## src/rtl/dmem_pkg.sv

```systemverilog
package dmem_pkg;

    localparam int unsigned ADDR_W = 8;
    localparam int unsigned DATA_W = 8;

    typedef enum logic [1:0] {
        MODE_DIRECT   = 2'd0,
        MODE_INDIRECT = 2'd1,
        MODE_REG      = 2'd2,
        MODE_BIT      = 2'd3
    } acc_mode_e;

    typedef enum logic [1:0] {
        TGT_NONE = 2'd0,
        TGT_RAM  = 2'd1,
        TGT_SFR  = 2'd2
    } target_e;

    // Direct addresses that hold an implemented special register.
    function automatic logic sfr_is_defined(input logic [ADDR_W-1:0] a);
        case (a)
            8'h80, 8'h81, 8'h82, 8'h83, 8'h87,
            8'h88, 8'h89, 8'h8A, 8'h8B, 8'h8C, 8'h8D,
            8'h90, 8'h98, 8'h99, 8'hA0, 8'hA8,
            8'hB0, 8'hB8, 8'hD0, 8'hE0, 8'hF0: return 1'b1;
            default:                           return 1'b0;
        endcase
    endfunction

endpackage

```

## src/rtl/dmem_route.sv

```systemverilog
module dmem_route
    import dmem_pkg::*;
#(
    parameter int unsigned           REGS_PER_BANK = 8,
    parameter int unsigned           BANK_W        = 2,
    parameter logic [ADDR_W-1:0]     BIT_BASE      = 8'h20
) (
    input  acc_mode_e                 mode,
    input  logic [ADDR_W-1:0]         addr,
    input  logic [BANK_W-1:0]         bank,
    output target_e                   tgt,
    output logic [ADDR_W-1:0]         byte_addr,
    output logic [$clog2(DATA_W)-1:0] bit_idx,
    output logic                      is_bit
);
    localparam int unsigned REG_W = $clog2(REGS_PER_BANK);
    localparam int unsigned IDX_W = $clog2(DATA_W);
    localparam int unsigned MSB   = ADDR_W - 1;

    logic [ADDR_W-1:0] aligned_addr;
    logic [ADDR_W-1:0] bit_byte_addr;

    always_comb begin
        aligned_addr  = {addr[MSB:IDX_W], {IDX_W{1'b0}}};
        bit_byte_addr = BIT_BASE + ADDR_W'(addr[MSB-1:IDX_W]);
    end

    always_comb begin
        tgt       = TGT_NONE;
        byte_addr = addr;
        bit_idx   = '0;
        is_bit    = 1'b0;
        unique case (mode)
            MODE_DIRECT: begin
                if (!addr[MSB]) begin
                    tgt = TGT_RAM;
                end else if (sfr_is_defined(addr)) begin
                    tgt = TGT_SFR;
                end
            end
            MODE_INDIRECT: begin
                tgt = TGT_RAM;
            end
            MODE_REG: begin
                tgt       = TGT_RAM;
                byte_addr = ADDR_W'({bank, addr[REG_W-1:0]});
            end
            MODE_BIT: begin
                is_bit  = 1'b1;
                bit_idx = addr[IDX_W-1:0];
                if (!addr[MSB]) begin
                    tgt       = TGT_RAM;
                    byte_addr = bit_byte_addr;
                end else begin
                    byte_addr = aligned_addr;
                    if (sfr_is_defined(aligned_addr)) begin
                        tgt = TGT_SFR;
                    end
                end
            end
            default: tgt = TGT_NONE;
        endcase
    end

endmodule

```

## src/rtl/dmem_bit_merge.sv

```systemverilog
module dmem_bit_merge #(
    parameter int unsigned DATA_W = 8
) (
    input  logic [DATA_W-1:0]         cur,
    input  logic [$clog2(DATA_W)-1:0] idx,
    input  logic                      val,
    output logic [DATA_W-1:0]         merged,
    output logic                      picked
);
    always_comb begin
        merged      = cur;
        merged[idx] = val;
        picked      = cur[idx];
    end
endmodule

```

## src/rtl/dmem_ram.sv

```systemverilog
module dmem_ram #(
    parameter int unsigned DEPTH  = 256,
    parameter int unsigned DATA_W = 8,
    localparam int unsigned AW    = $clog2(DEPTH)
) (
    input  logic              clk,
    input  logic              rst_n,
    input  logic              we,
    input  logic [AW-1:0]     addr,
    input  logic [DATA_W-1:0] wdata,
    output logic [DATA_W-1:0] rdata
);
    logic [DATA_W-1:0] mem_q [DEPTH];
    logic [DATA_W-1:0] mem_d [DEPTH];

    always_comb begin
        mem_d = mem_q;
        if (we) begin
            mem_d[addr] = wdata;
        end
    end

    always_comb begin
        rdata = mem_q[addr];
    end

    always_ff @(posedge clk or negedge rst_n) begin
        if (!rst_n) begin
            for (int i = 0; i < DEPTH; i++) begin
                mem_q[i] <= '0;
            end
        end else begin
            mem_q <= mem_d;
        end
    end
endmodule

```

## src/rtl/dmem_decoder.sv

```systemverilog
module dmem_decoder
    import dmem_pkg::*;
#(
    parameter int unsigned       RAM_BYTES     = 256,
    parameter int unsigned       REGS_PER_BANK = 8,
    parameter int unsigned       BANK_W        = 2,
    parameter logic [7:0]        BIT_BASE      = 8'h20
) (
    input  logic       clk,
    input  logic       rst_n,
    input  logic       req_valid,
    input  logic       req_write,
    input  logic [1:0] req_mode,
    input  logic [7:0] req_addr,
    input  logic [7:0] req_wdata,
    input  logic [1:0] bank_sel,
    output logic       rsp_valid,
    output logic [7:0] rsp_rdata,
    output logic       sfr_valid,
    output logic       sfr_write,
    output logic [7:0] sfr_addr,
    output logic [7:0] sfr_wdata,
    input  logic [7:0] sfr_rdata
);
    localparam int unsigned IDX_W  = $clog2(DATA_W);
    localparam int unsigned RAM_AW = $clog2(RAM_BYTES);

    typedef struct packed {
        logic              valid;
        logic [DATA_W-1:0] data;
    } rsp_t;

    rsp_t rsp_d, rsp_q;

    target_e           tgt;
    logic [ADDR_W-1:0] byte_addr;
    logic [IDX_W-1:0]  bit_idx;
    logic              is_bit;
    logic [DATA_W-1:0] ram_rdata;
    logic [DATA_W-1:0] cur_byte;
    logic [DATA_W-1:0] merged;
    logic              picked;
    logic [DATA_W-1:0] store_byte;
    logic              ram_we;

    dmem_route #(
        .REGS_PER_BANK (REGS_PER_BANK),
        .BANK_W        (BANK_W),
        .BIT_BASE      (BIT_BASE)
    ) route_i (
        .mode      (acc_mode_e'(req_mode)),
        .addr      (req_addr),
        .bank      (bank_sel),
        .tgt       (tgt),
        .byte_addr (byte_addr),
        .bit_idx   (bit_idx),
        .is_bit    (is_bit)
    );

    dmem_ram #(
        .DEPTH  (RAM_BYTES),
        .DATA_W (DATA_W)
    ) ram_i (
        .clk   (clk),
        .rst_n (rst_n),
        .we    (ram_we),
        .addr  (RAM_AW'(byte_addr)),
        .wdata (store_byte),
        .rdata (ram_rdata)
    );

    dmem_bit_merge #(
        .DATA_W (DATA_W)
    ) merge_i (
        .cur    (cur_byte),
        .idx    (bit_idx),
        .val    (req_wdata[0]),
        .merged (merged),
        .picked (picked)
    );

    always_comb begin
        cur_byte   = (tgt == TGT_SFR) ? sfr_rdata : ram_rdata;
        store_byte = is_bit ? merged : req_wdata;
        ram_we     = req_valid && req_write && (tgt == TGT_RAM);
        sfr_valid  = req_valid && (tgt == TGT_SFR);
        sfr_write  = sfr_valid && req_write;
        sfr_addr   = byte_addr;
        sfr_wdata  = store_byte;
    end

    always_comb begin
        rsp_d.valid = req_valid && !req_write;
        rsp_d.data  = '0;
        if (req_valid && !req_write && (tgt != TGT_NONE)) begin
            rsp_d.data = is_bit ? DATA_W'(picked) : cur_byte;
        end
    end

    always_ff @(posedge clk or negedge rst_n) begin
        if (!rst_n) begin
            rsp_q <= '0;
        end else begin
            rsp_q <= rsp_d;
        end
    end

    assign rsp_valid = rsp_q.valid;
    assign rsp_rdata = rsp_q.data;

endmodule

```

## config.mk

```make
export PLATFORM = sky130hd
export DESIGN_NAME = dmem_decoder
export DESIGN_NICKNAME = d
export VERILOG_FILES = /design/src/rtl/dmem_pkg.sv /design/src/rtl/dmem_route.sv /design/src/rtl/dmem_bit_merge.sv /design/src/rtl/dmem_ram.sv /design/src/rtl/dmem_decoder.sv
export SDC_FILE = /design/constraint.sdc
export NUM_CORES = 2
export LEC_CHECK = 0
export BUFFER_PORTS_ARGS = -buffer_cell sky130_fd_sc_hd__buf_2
export CAP_MARGIN = 30
export CORE_ASPECT_RATIO = 1.2
export CORE_MARGIN = 2
export CORE_UTILIZATION = 45
export DETAILED_ROUTE_END_ITERATION = 8
export GPL_ROUTABILITY_DRIVEN = 0
export GPL_TIMING_DRIVEN = 0
export HOLD_SLACK_MARGIN = 0.05
export PLACE_DENSITY_LB_ADDON = 0.2
export SLEW_MARGIN = 0
export SYNTH_ARGS = -nofsm -noshare
export SYNTH_HDL_FRONTEND = slang
export SYNTH_HIERARCHICAL = 1
export SYNTH_SLANG_ARGS = --single-unit
```

## constraint.sdc

```tcl
create_clock -name clk -period 17.7 [get_ports clk]
set_input_delay 3.54 -clock clk [delete_from_list [all_inputs] [get_ports clk]]
set_output_delay 3.54 -clock clk [all_outputs]
set_load 0.05 [all_outputs]
```

==> flow_metrics.env <==
export IMPL_reg2reg_depth=12
export IMPL_syn_to_final_growth_pct=13.5
export IMPL_crit_fanout=10
export IMPL_vdd_ir_drop_max_uv=97.4
export IMPL_rsz0062_at_grt="no"
export IMPL_cpPeakStageDelay_ps=830
export IMPL_yosysWarningCount=6
export IMPL_setup_viol=0
export IMPL_grt_pass1_wl_um=455000
export IMPL_grt_use_met2=0.472
export IMPL_cts_tree="yes"
export IMPL_overflow=0
export IMPL_crit_chain="buf_2 > ha_1 > nor2b_1 > a22o_1 > buf_2 > clkbuf_1 > buf_1 > buf_8 > mux4_2 > a22oi_1 > a21oi_1 > o41ai_1 > nand4_1 > mux2_4 > mux2_4 > mux2_2 > buf_2"
export IMPL_p_switching_uw=2650
export IMPL_grt_busiest_layer="met2"
export IMPL_drt_iter0_markers=5466
export IMPL_antenna_found_initial=16
export IMPL_synth_nets=5968
export IMPL_yosysSeqAreaShare=0.545
export IMPL_slew_headroom=0.221
export IMPL_max_freq_mhz=70.7
export IMPL_port_buffers=58
export IMPL_num_rows=184
export IMPL_intPower_uw=7800
export IMPL_worstSkewPairLatency_ps=890
export IMPL_ioPinCount=59
export IMPL_path_depth=17
export IMPL_syn_inst=5933
export IMPL_p_sw_frac=0.254
export IMPL_cts_buffers_inserted=213
export IMPL_worst_ep_required_time_ps=14160
export IMPL_drc=0
export IMPL_grt_usage=0.301
export IMPL_maxCapViolCount=0
export IMPL_finalCritPeriodShare=0.799
export IMPL_end_kind="output pin"
export IMPL_synth_edf_count=0
export IMPL_final_max_slew_violation_count=0
export IMPL_met1_usage=0.381
export IMPL_drive_gt1_frac=0.524
export IMPL_power_leakage_uw=0.0509
export IMPL_synthArstFlopShare=1.00
export IMPL_via_per_inst=6.20
export IMPL_place_hpwl_um=230000
export IMPL_start_util=0.451
export IMPL_clk_pin_slew_ps=60
export IMPL_grt_pass1_vias=60300
export IMPL_status="completed"
export IMPL_netlist_area_mm2=0.0944
export IMPL_crit_end="sfr_wdata[2]"
export IMPL_fin_setup_tns_ps=0
export IMPL_wl_um=320000
export IMPL_ys_seq_elements=2057
export IMPL_fin_area_mm2=0.107
export IMPL_postCtsHoldBufs=0
export IMPL_crit_top_cell="buf_2"
export IMPL_rr_startpoint="ram_i/mem_q[975]"
export IMPL_synth_flop_cell="dfrtp_1"
export IMPL_fp_dieH_um=506
export IMPL_cp_start_kind="input port"
export IMPL_clockBufferDepth=3
export IMPL_cts_setup_buffers=0
export IMPL_p_clk_frac=0.449
export IMPL_pwr_share_comb=0.089
export IMPL_r2r_end="ram_i/mem_q[735]"
export IMPL_core_area_mm2=0.209
export IMPL_placed_area_mm2=0.0997
export IMPL_critPathArrivalTime_ps=10600
export IMPL_grtUsageMet3=0.0660
export IMPL_finalCriticalPeriod_ps=14140
export IMPL_ys_types=53
export IMPL_path_delay_family="buffers and inverters"
export IMPL_min_delay_start="ram_i/mem_q[1327]"
export IMPL_finClkSkew_ps=49.9
export IMPL_wire_per_inst_um=34.5
export IMPL_clock_sinks=2057
export IMPL_hold_class="flip-flop to flip-flop"
export IMPL_holdPathStages=1
export IMPL_crit_buf_inv=6
export IMPL_r2r_slack_ps=11850
export IMPL_worstSetupPathType="input port to output pin"
export IMPL_final_hold_violation_count=0
export IMPL_cts_root_buf="clkbuf_16"
export IMPL_cellPowerDensity_mw_per_mm2=97.6
export IMPL_critical_path_startpoint="req_mode[1]"
export IMPL_cts_max_level=4
export IMPL_nets=6332
export IMPL_first_pass_iters=7
export IMPL_num_vias=57500
export IMPL_seq_power_share=0.461
export IMPL_ant_nets=0
export IMPL_crit_slowest_cell="o41ai_1"
export IMPL_post_cts_resized=0
export IMPL_grt_max_degree=170
export IMPL_die_w_um=422
export IMPL_avgSynthCellArea_um2=15.9
export IMPL_whs_ps=499
export IMPL_worst_pin_slew_ps=1170
export IMPL_dieArea_mm2=0.213
==> flip-flops by register name, indices dropped and copies added (netlist names) <==
register	cells
rsp_rdata	8
rsp_valid	1
ram_i/mem_q	2048
==> through the flow <==
stage	utilization	total power (uW)	cells	setup WS [ps]
after floorplan	-	5320	5933	6690
after global placement	0.470	5790	8781	-32480
after detailed placement	0.477	5830	8865	3450
after CTS	0.512	10500	9257	3430
after global routing	0.512	10800	9265	3610
final	0.512	10500	9276	3560
==> logic make-up after synthesis <==
logic type / Yosys count / synth area share
AO/OA/AOI/OAI: 435 / 0.0318
adder cells (fa/ha/maj): 3 / 0.000398
buffers and inverters: 469 / 0.0221
flip-flops: 2057 / 0.545
multiplexers: 2587 / 0.370
AND/OR/NAND/NOR: 382 / 0.0301
==> power groups by stage <==
stage / Combinational (uW) / Clock (uW) / Sequential [uW]
2_1_floorplan: 426 / 0 / 4890
3_3_place_gp: 871 / 0 / 4920
3_5_place_dp: 926 / 0 / 4910
4_1_cts: 927 / 4780 / 4820
5_1_grt: 970 / 4960 / 4830
6_report: 935 / 4700 / 4820
==> final cells by class <==
class	instances	area, um^2
diodes	12	30.0
well taps	2790	3490
multi-input cells	3407	40900
clock buffers	318	6370
flip-flops and latches	2057	51500
inverters	5	18.8
plain buffers	464	2080
repair buffers	149	1810
clock inverters	74	945
fillers	17600	102000
==> worst register-to-register path: cells and delay by family (launching register included) <==
family / cells / cell delay [ps]
AO/OA/AOI/OAI: 3 / 1640
buffers and inverters: 3 / 1120
AND/OR/NAND/NOR: 1 / 540
multiplexers: 5 / 2070
flip-flops: 1 / 380
==> how the worst min path moves through the flow <==
stage,endpoint
2_1_floorplan,ram_i/mem_q[104]
3_3_place_gp,ram_i/mem_q[2023]
3_5_place_dp,ram_i/mem_q[2025]
6_report,ram_i/mem_q[1327]
5_1_grt,ram_i/mem_q[1711]
4_1_cts,ram_i/mem_q[8]
==> layer usage <==
metal  wire length (um)  up-vias
met1             126000    31700
met2             150000     2060
met4              23200        6
li1                   -    23100
met3              21500      747
met5                 43        -
==> cells in the mapped netlist (2+ instances only) <==
master,count,area [um^2]
nor2_2,65,407
nor3_1,4,20.0
o41ai_1,32,280
a22o_1,4,35.0
a211o_1,2,17.5
inv_1,5,18.8
nand4_1,8,50.1
mux2_4,11,165
clkbuf_1,313,1170
buf_4,32,240
nand2_1,105,394
mux2i_1,2,20.0
nor2_4,48,541
nand2_2,12,75.1
buf_2,66,330
mux4_2,512,11500
and3_1,5,31.3
nand3_1,5,25.0
nor2_8,40,801
nor2_1,44,165
nor3b_2,2,25.0
and2_1,8,50.1
a22oi_1,256,1920
buf_6,16,180
mux2_2,2061,23200
dfrtp_1,2057,51500
nor2b_1,17,106
a21oi_1,128,641
buf_1,37,139
nor3_2,2,20.0
nand2b_1,10,62.6
ha_1,3,37.5
==> placed cells by master (no fill, tap or decap), types with 12 or more instances in the layout <==
| cell | synthesis | final |
|---|---|---|
| buf_8 | 0 | 47 |
| clkinv_2 | 0 | 38 |
| buf_1 | 37 | 36 |
| clkbuf_2 | 0 | 17 |
| clkbuf_16 | 0 | 217 |
| nor2_2 | 65 | 65 |
| clkbuf_8 | 0 | 56 |
| dfrtp_1 | 2057 | 2057 |
| nor2_1 | 44 | 44 |
| o41ai_1 | 32 | 26 |
| diode_2 | 0 | 12 |
| nand2_2 | 12 | 12 |
| a21oi_1 | 128 | 128 |
| buf_16 | 0 | 21 |
| buf_4 | 32 | 38 |
| mux4_2 | 512 | 512 |
| bufinv_16 | 0 | 19 |
| nor2b_1 | 17 | 17 |
| nor2_4 | 48 | 48 |
| nor2_8 | 40 | 40 |
| buf_6 | 16 | 22 |
| clkbuf_1 | 313 | 343 |
| a22oi_1 | 256 | 256 |
| buf_2 | 66 | 129 |
| nand2_1 | 105 | 105 |
| mux2_2 | 2061 | 2061 |
Power figures use the tool's default switching activity.
